### src/rtl/sd4_crc_pkg.sv
package sd4_crc_pkg;
    localparam int CRC_W      = 16;
    localparam int LANES      = 4;
    localparam logic [CRC_W-1:0] CRC_POLY = 16'h1021;
endpackage

### src/rtl/sd4_crc_lane.sv
module sd4_crc_lane #(
    parameter int W = sd4_crc_pkg::CRC_W,
    parameter logic [W-1:0] POLY = sd4_crc_pkg::CRC_POLY
) (
    input  logic         clk,
    input  logic         rst_n,
    input  logic         clr,
    input  logic         en,
    input  logic         bit_in,
    output logic [W-1:0] crc
);
    logic [W-1:0] crc_d, crc_q;

    function automatic logic [W-1:0] step(input logic [W-1:0] c, input logic b);
        logic fb;
        fb = c[W-1] ^ b;
        return {c[W-2:0], 1'b0} ^ (fb ? POLY : '0);
    endfunction

    always_comb begin
        crc_d = crc_q;
        if (clr)
            crc_d = '0;
        else if (en)
            crc_d = step(crc_q, bit_in);
    end

    always_ff @(posedge clk or negedge rst_n) begin
        if (!rst_n) crc_q <= '0;
        else        crc_q <= crc_d;
    end

    assign crc = crc_q;

    AST_LANE_HOLD: assert property (@(posedge clk) disable iff (!rst_n)
        (!clr && !en) |=> $stable(crc));
endmodule

### src/rtl/sd4_crc_tx.sv
module sd4_crc_tx #(
    parameter int LANES = sd4_crc_pkg::LANES,
    parameter int NIBS  = sd4_crc_pkg::CRC_W
) (
    input  logic                  clk,
    input  logic                  rst_n,
    input  logic                  clr,
    input  logic                  start,
    input  logic [LANES*NIBS-1:0] word,
    output logic                  vld,
    output logic [LANES-1:0]      nib
);
    localparam int IDX_W = $clog2(NIBS);
    localparam logic [IDX_W-1:0] LAST = IDX_W'(NIBS - 1);

    typedef struct packed {
        logic             act;
        logic [IDX_W-1:0] idx;
    } tx_st_t;

    tx_st_t st_d, st_q;

    always_comb begin
        st_d = st_q;
        if (clr) begin
            st_d = '0;
        end else if (st_q.act) begin
            if (st_q.idx == LAST) begin
                st_d.act = 1'b0;
                st_d.idx = '0;
            end else begin
                st_d.idx = st_q.idx + 1'b1;
            end
        end else if (start) begin
            st_d.act = 1'b1;
            st_d.idx = '0;
        end
    end

    always_ff @(posedge clk or negedge rst_n) begin
        if (!rst_n) st_q <= '0;
        else        st_q <= st_d;
    end

    always_comb begin
        nib = '0;
        for (int j = 0; j < NIBS; j++) begin
            if (IDX_W'(NIBS - 1 - j) == st_q.idx)
                nib = word[j*LANES +: LANES];
        end
    end

    assign vld = st_q.act;

    AST_TX_OPEN: assert property (@(posedge clk) disable iff (!rst_n)
        (!vld && start && !clr) |=> (vld && st_q.idx == '0));
    AST_TX_NO_RESTART: assert property (@(posedge clk) disable iff (!rst_n)
        (vld && start && !clr && st_q.idx != LAST) |=> (vld && st_q.idx == $past(st_q.idx) + 1'b1));
endmodule

### src/rtl/sd4_crc_rx.sv
module sd4_crc_rx #(
    parameter int LANES = sd4_crc_pkg::LANES,
    parameter int NIBS  = sd4_crc_pkg::CRC_W
) (
    input  logic                  clk,
    input  logic                  rst_n,
    input  logic                  clr,
    input  logic                  vld,
    input  logic [LANES-1:0]      nib,
    input  logic [LANES*NIBS-1:0] word,
    output logic                  match,
    output logic                  err
);
    localparam int IDX_W = $clog2(NIBS);
    localparam logic [IDX_W-1:0] LAST = IDX_W'(NIBS - 1);

    typedef struct packed {
        logic [IDX_W-1:0] idx;
        logic             bad;
        logic             match;
        logic             err;
    } rx_st_t;

    rx_st_t st_d, st_q;
    logic [LANES-1:0] expect_nib;
    logic             bad_now;

    always_comb begin
        expect_nib = '0;
        for (int j = 0; j < NIBS; j++) begin
            if (IDX_W'(NIBS - 1 - j) == st_q.idx)
                expect_nib = word[j*LANES +: LANES];
        end
    end

    always_comb begin
        st_d    = st_q;
        bad_now = ((st_q.idx != '0) && st_q.bad) || (nib != expect_nib);
        if (clr) begin
            st_d = '0;
        end else if (vld) begin
            if (st_q.idx == '0) begin
                st_d.match = 1'b0;
                st_d.err   = 1'b0;
            end
            if (st_q.idx == LAST) begin
                st_d.idx   = '0;
                st_d.bad   = 1'b0;
                st_d.match = !bad_now;
                st_d.err   = bad_now;
            end else begin
                st_d.idx = st_q.idx + 1'b1;
                st_d.bad = bad_now;
            end
        end
    end

    always_ff @(posedge clk or negedge rst_n) begin
        if (!rst_n) st_q <= '0;
        else        st_q <= st_d;
    end

    assign match = st_q.match;
    assign err   = st_q.err;

    AST_RX_EXCL: assert property (@(posedge clk) disable iff (!rst_n)
        !(match && err));
    AST_RX_CLR: assert property (@(posedge clk) disable iff (!rst_n)
        clr |=> (!match && !err));
endmodule

### src/rtl/sd4_crc16.sv
module sd4_crc16 #(
    parameter int LANES = sd4_crc_pkg::LANES,
    parameter int CRC_W = sd4_crc_pkg::CRC_W,
    parameter logic [CRC_W-1:0] POLY = sd4_crc_pkg::CRC_POLY
) (
    input  logic                   clk,
    input  logic                   rst_n,
    input  logic                   clr,
    input  logic                   data_vld,
    input  logic [LANES-1:0]       data_nib,
    input  logic                   tx_start,
    output logic                   tx_vld,
    output logic [LANES-1:0]       tx_nib,
    input  logic                   rx_vld,
    input  logic [LANES-1:0]       rx_nib,
    output logic [LANES*CRC_W-1:0] crc_out,
    output logic                   match,
    output logic                   crc_err
);
    localparam int TOT_W = LANES * CRC_W;

    logic [CRC_W-1:0] lane_crc [LANES];

    for (genvar k = 0; k < LANES; k++) begin : g_lane
        sd4_crc_lane #(.W(CRC_W), .POLY(POLY)) u_lane (
            .clk    (clk),
            .rst_n  (rst_n),
            .clr    (clr),
            .en     (data_vld),
            .bit_in (data_nib[k]),
            .crc    (lane_crc[k])
        );
        for (genvar j = 0; j < CRC_W; j++) begin : g_bit
            assign crc_out[j*LANES + k] = lane_crc[k][j];
        end
    end

    sd4_crc_tx #(.LANES(LANES), .NIBS(CRC_W)) u_tx (
        .clk   (clk),
        .rst_n (rst_n),
        .clr   (clr),
        .start (tx_start),
        .word  (crc_out),
        .vld   (tx_vld),
        .nib   (tx_nib)
    );

    sd4_crc_rx #(.LANES(LANES), .NIBS(CRC_W)) u_rx (
        .clk   (clk),
        .rst_n (rst_n),
        .clr   (clr),
        .vld   (rx_vld),
        .nib   (rx_nib),
        .word  (crc_out),
        .match (match),
        .err   (crc_err)
    );

    AST_CLR_ZERO: assert property (@(posedge clk) disable iff (!rst_n)
        clr |=> (crc_out == TOT_W'(0)));
    AST_IDLE_HOLD: assert property (@(posedge clk) disable iff (!rst_n)
        (!clr && !data_vld) |=> $stable(crc_out));
endmodule

### config.mk
export PLATFORM = sky130hd
export DESIGN_NAME = sd4_crc16
export DESIGN_NICKNAME = d
export VERILOG_FILES = /design/src/rtl/sd4_crc_pkg.sv /design/src/rtl/sd4_crc_lane.sv /design/src/rtl/sd4_crc_tx.sv /design/src/rtl/sd4_crc_rx.sv /design/src/rtl/sd4_crc16.sv
export SDC_FILE = /design/constraint.sdc
export NUM_CORES = 1
export LEC_CHECK = 0
export ABC_CLOCK_PERIOD_IN_PS = 4400
export BUFFER_PORTS_ARGS = -buffer_cell sky130_fd_sc_hd__clkbuf_2
export CAP_MARGIN = 20
export CORE_MARGIN = 5
export CORE_UTILIZATION = 64
export CTS_BUF_LIST = sky130_fd_sc_hd__clkbuf_4
export DETAILED_ROUTE_END_ITERATION = 12
export PLACE_DENSITY = 0.9
export RECOVER_POWER = 50
export SLEW_MARGIN = 10
export SYNTH_ARGS = -nofsm -noshare
export SYNTH_HDL_FRONTEND = slang
export SYNTH_HIERARCHICAL = 1
export SYNTH_SLANG_ARGS = --single-unit
### constraint.sdc
create_clock -name clk -period 4.4 [get_ports clk]
set_input_delay 0 -clock clk [delete_from_list [all_inputs] [get_ports clk]]
set_output_delay 0 -clock clk [all_outputs]
set_load 0.02 [all_outputs]
### Word level (Yosys, flattened, before mapping)

Index checks and enable logic that the tools add are counted.

| word-level totals | value |
|---|---|
| memories kept | 0 |
| RAM bits | 0 |
| word-level logic and storage cells | 118 |
| latch bits | 0 |
| input port bits | 14 |
| bits in read-only memories | 0 |
| flip-flop bits (word level) | 76 |

| operators by class | value |
|---|---|
| multiplexer cells | 54 |
| equality and inequality tests | 33 |
| multiply operators | 0 |
| shifts and indexed selects | 0 |
| bitwise operators | 8 |
| add/subtract/negate cells | 2 |
| reduce and logical (&&, ||, !) cells | 11 |
| div/mod/pow operators | 0 |
| $lt $le $gt $ge | 0 |

Operator list:

| cell | number |
|---|---|
| 4-bit two-way mux | 33 |
| 16-bit two-way mux | 8 |
| 4-bit equality test, first input constant | 16 |
| 16-bit bitwise XOR | 4 |
| 13-bit two-way mux | 4 |
| 3-bit by 4-bit equality test with 1-bit output, first input constant | 8 |
| 5-bit two-way mux | 4 |
| 2-bit by 4-bit equality test with 1-bit output, first input constant | 4 |
| 7-bit two-way mux | 2 |
| 4-bit by 1-bit adder with 4-bit output, second input constant | 2 |
| 1-bit by 4-bit equality test with 1-bit output, first input constant | 2 |
| 4-bit equality test, second input constant | 2 |
| 4-bit logical NOT | 2 |
| 3-bit nonzero test | 2 |
| 2-bit two-way mux | 2 |
| 4-bit != test | 1 |
| 2-bit nonzero test | 2 |
| 4-bit nonzero test | 1 |
| 1-bit bitwise XOR | 4 |
| 2-bit AND reduction | 1 |
| 1-bit logical AND | 1 |
| 1-bit logical NOT | 1 |
| 1-bit logical OR | 1 |
| 1-bit two-way mux | 1 |

### Depth between registers and ports, before layout

| logic depth | value |
|---|---|
| word-level depth | 23 |
| mapped depth | 13 |
| depth with buffers taken out | 10 |

### Hierarchy

The synthesis kept the hierarchy.

Modules (own cells, without submodules):

| module | times used | area each (sq um) | sequential area each (sq um) | cells an instance |
|---|---|---|---|---|
| sd4_crc_lane | 4 | 688.2 | 400.4 | 58 |
| sd4_crc_rx | 1 | 1411.4 | 175.2 | 204 |
| sd4_crc_tx | 1 | 1088.5 | 125.1 | 161 |

### Least setup slack after synthesis

Ideal clock, no wire load.

| timing path | value |
|---|---|
| path kind | register to register |
| start point | register u_rx/st_q[3] (netlist name) |
| end point | register u_rx/st_q[2] (netlist name) |
| arrival | 2.424 ns |
| setup time | 0.139 ns |
| path buffers | 1 |
| setup slack | 1.836 ns |
| stages on the path, launching flop included | 11 |
| path through | dfrtp_1 -> inv_1 -> ha_1 -> buf_2 -> a211o_1 -> a21oi_1 -> o32ai_1 -> a211oi_1 -> mux2_1 -> a2111oi_4 -> o32ai_1 |

| between the ends | value |
|---|---|
| cells in the longest elaborated chain, start to end | 22 |
| elaborated cells on any way between the ends | 40 |

Ends and longest elaborated chain:

| what | RTL line | RTL |
|---|---|---|
| start, declared | sd4_crc_rx.sv:24 | `rx_st_t st_d, st_q;` |
| start signal, assigned | sd4_crc_rx.sv:60 | `else st_q <= st_d;` |
| 4-bit equality test | sd4_crc_rx.sv:31, sd4_crc_rx.sv:46 |  |
| 4-bit two-way mux (16 in a row) | sd4_crc_rx.sv:31 | `if (IDX_W'(NIBS - 1 - j) == st_q.idx)` |
| 4-bit != test | sd4_crc_rx.sv:38 | `bad_now = ((st_q.idx != '0) && st_q.bad) \|\| (nib != expect_nib);` |
| 1-bit logical OR | sd4_crc_rx.sv:38 |  |
| 5-bit two-way mux * | sd4_crc_rx.sv:46 | `if (st_q.idx == LAST) begin` |
| 7-bit two-way mux * | sd4_crc_rx.sv:41 | `end else if (vld) begin` |
| 7-bit two-way mux * | sd4_crc_rx.sv:39 | `if (clr) begin` |

Mark *: on every way between the ends. The rest lies on a longest branch, timed or not. The select of a mux whose other input is x is not followed.
A chain may end at the register's enable or synchronous reset.

### Worst setup path after layout

Ends and elaborated chain as after synthesis.

==> key figures <==
Yosys
  – Compound-cell area share of the yosys netlist: 22.3%
  – Post-synthesis simple-gate area fraction: 20.4%
  – Synth top area cells: dfrtp_1 (36%), mux2i_1 (10%), nor2_1 (6.1%), a21oi_1 (4.2%), nand2_1 (2.7%)
  – XOR/XNOR share of the synthesized area: approximately 1.5%
  – Syn Std Cell Area: 0.00525 mm²
  – Synthesis Warnings: 6
  – Cell variety after synth: 64
  – Seq cells post-synth: 76
  – Dominant synthesized flop cell: dfrtp_1
  – Synth top area share: between 30 and 40%
  – Sequential share of the synthesized area: 36.2%
  – EDFF count, synth: 0
  – Post-synthesis adder-cell area fraction: between 1.5 and 2%
  – Asr flop ratio synth: 100%
  – Largest family of logic cells by synthesized area: compound AO/OA/AOI/OAI gates
  – Multiplexer share of the synthesized area: a little over a tenth
  – Yosys top cell by area: dfrtp_1
  – Synth Net Count: approximately 620
  – Post-Synthesis Cells: 597
  – Synth Area per Inst: approximately 9 µm²

Pwr
  – PwrDens: 273 mW/mm²
  – Sequential power share: around 48%
  – Switching Share: 31.7%
  – Pleak: between 2 and 3 nW
  – NetSw: around 0.5 mW
  – Combinational fraction of design power: around 20%
  – Clock power frac: roughly a third
  – Peak VDD IR: between 0.15 and 0.2 mV
  – Internal power: 1.07 mW

Timing
  – Max Fclk: around 0.30 GHz
  – TNS Setup: 0 ps
  – Setup violators final: 0
  – Final min period: around 3400 ps
  – Final Skew: around 17 ps
  – Endpoints failing hold: 0
  – Final Cycle Share: approximately three quarters
  – WHS: ~2.6 ps
  – RSZ-0062 raised after global routing: no
  – Relative slew slack: -54.1%
  – Final slew viol count: ~140
  – Least-Margin Pin Slew: roughly 2300 ps

Global route
  – Gr usage total: 31.6%
  – Met3 usage: between 5 and 6%
  – Busiest grt layer: met2
  – M2 GR Usage: 49.3%
  – Global-route wire length before repair: roughly 25000 µm
  – Vias in the first global route: approximately 4800
  – Largest net degree at the start of global routing: 77
  – Antenna violations before repair: 0
  – Met1 usage: between 40% and 50%
  – GR Overflow Total: 0

Status
  – Failing checks: capacitance limit, slew limit
  – Run status: finished with violations

Place
  – Port buffer count: 84
  – DP Cell Count: 742
  – Placed cell area: about 0.0056 mm²
  – Gpl congestion: 0.953
  – Dpl hpwl: roughly 11000 µm

Clock tree
  – Post-CTS Setup Inserts: 0
  – Num CTS Buffers: 9
  – Clk pin slew, worst setup/hold paths: 130 ps
  – CTS H-tree depth: 3
  – Worst skew pair latency: around 430 ps
  – Clock sink total: 76
  – Cts repair resizes: 0
  – Root buffer cell: clkbuf_4
  – CTS tree: done
  – Max Root-Sink Buffers: 2

Detailed routing
  – Initial DRC Count: 720
  – DRC viols: 0
  – Via count: about 5200
  – Aggregate routed wire length: about 16000 µm
  – Routed length per instance: ~21 µm
  – Final ANT Viol Nets: 0
  – Post-DR vias/cell: 6.79
  – DR pass1 iterations: 7

Worst hold path
  – WHS Endpoint: g_lane[0].u_lane/crc[0]
  – Hold Crit Class: input pin to register
  – Hold path cells: 3
  – Hold_sp: data_nib[0]

Finish
  – Most frequent cells in the layout: nor2_1 (85), clkbuf_2 (80), dfrtp_1 (76), mux2i_1 (55), a21oi_1 (44)
  – Fin cells: about 760
  – Layout cells sized above 1: around 17%
  – Finished Cell Area: around 0.0058 mm²
  – Final core utilization: slightly above 70%
  – Layout Nets: between 600 and 700
  – Most common cell after layout, fill and taps aside: nor2_1
  – Area grow syn2layout: 9.98%
  – Ant diodes: 0

Worst setup path
  – Arrival @ worst endpoint: around 3600 ps
  – Reg-to-reg slack, setup: 1040 ps
  – Startpoint types: register
  – CP Capture Type: register
  – Worst R2R Path Depth: 9
  – CP required: around 4700 ps
  – R2R Path Start: u_rx/st_q[3]
  – Crit path max fanout: 24
  – Worst r2r dst: u_rx/st_q[2]
  – Setup CP Type: register to register

Floorplanning
  – Chip Width: about 100 µm
  – Core region area: 0.00809 mm²
  – # IOs: 85
  – Die ar.: 0.0101 mm²
  – Die H: about 100 µm
  – Num rows: 33
  – Initial Util: between 60% and 70%

Run
  – # Max-Cap Violations: 2
==> worst max-delay path by stage <==
stage	startpoint	to	depth (start not counted)
3_3_place_gp	u_rx/st_q[3]	u_rx/st_q[2]	9
6_report	u_rx/st_q[3]	u_rx/st_q[2]	9
3_5_place_dp	u_rx/st_q[3]	u_rx/st_q[2]	9
4_1_cts	u_rx/st_q[3]	u_rx/st_q[2]	9
5_1_grt	u_rx/st_q[3]	u_rx/st_q[2]	9
2_1_floorplan	u_rx/st_q[3]	u_rx/st_q[2]	10
==> cell type report <==
cell class / instances / area [µm²]
Clock buffer: 11 / 82.6
Clock inverter: 5 / 85.1
Fill cell: 648 / 2320
Inverter: 21 / 78.8
Multi-Input combinational cell: 451 / 2980
Sequential cell: 76 / 1900
Tap cell: 105 / 131
Timing Repair Buffer: 95 / 513
==> through the flow <==
step           setup slack [ps]  power (mW)
6_report                   1040        1.57
3_3_place_gp               1320        1.05
3_5_place_dp               1190        1.06
4_1_cts                    1170        1.57
2_1_floorplan              1840       0.981
5_1_grt                     861        1.64
==> power groups by stage <==
stage               Combinational (mW)  Sequential, mW  Clock (mW)
global placement                 0.289           0.763           0
global route                     0.335           0.755       0.548
CTS                              0.304           0.750       0.515
detailed placement               0.296           0.764           0
finish                           0.309           0.752       0.513
floorplan                        0.214           0.767           0
==> per-layer routing <==
layer  routed length (µm)  part of all wire (%)  vias up
li1                     -                     -     2303
met1                 6560                    41     2471
met2                 7290                    46      352
met3                 1580                    10       64
met4                  438                   2.8        0
met5                    0                     0        -
==> logic make-up after synthesis <==
group	Yosys count
simple gates	211
compound gates	167
flops	76
buf+inv	70
mux	56
xor+xnor	9
fa+ha+maj	8
==> state kept, by name (all words and copies together) (netlist names) <==
name and cells:
g_lane.u_lane/crc 64, u_rx/st_q 5, u_tx/st_q 4, u_rx/err 1, u_rx/match 1, u_tx/vld 1
==> worst max-delay path, cell delays in order, from the launching register on <==
cell	delay (ps)
dfrtp_1	470
inv_1	110
ha_1	760
nor2b_4	160
a221oi_1	330
o32ai_1	140
a211oi_1	280
mux2_1	400
a2111oi_4	400
o32ai_1	140
==> what timing repair did <==
action | 4_1_cts | 5_1_grt
hold endpoints to repair | 87 | 0
hold buffers | 6 | 0
setup endpoints to repair | 0 | 0
==> Yosys cell counts (all sizes together) (9+ instances only) <==
| cell type | n |
|---|---|
| nand2b | 13 |
| o22ai | 13 |
| nand3 | 14 |
| buf | 31 |
| inv | 19 |
| nand2 | 38 |
| nor2b | 19 |
| a21oi | 44 |
| mux2i | 55 |
| clkbuf | 18 |
| a211oi | 13 |
| o21ai | 25 |
| a221oi | 10 |
| dfrtp | 76 |
| nor2 | 85 |
| or4b | 9 |
No activity file was read; power rests on OpenSTA's default activity.
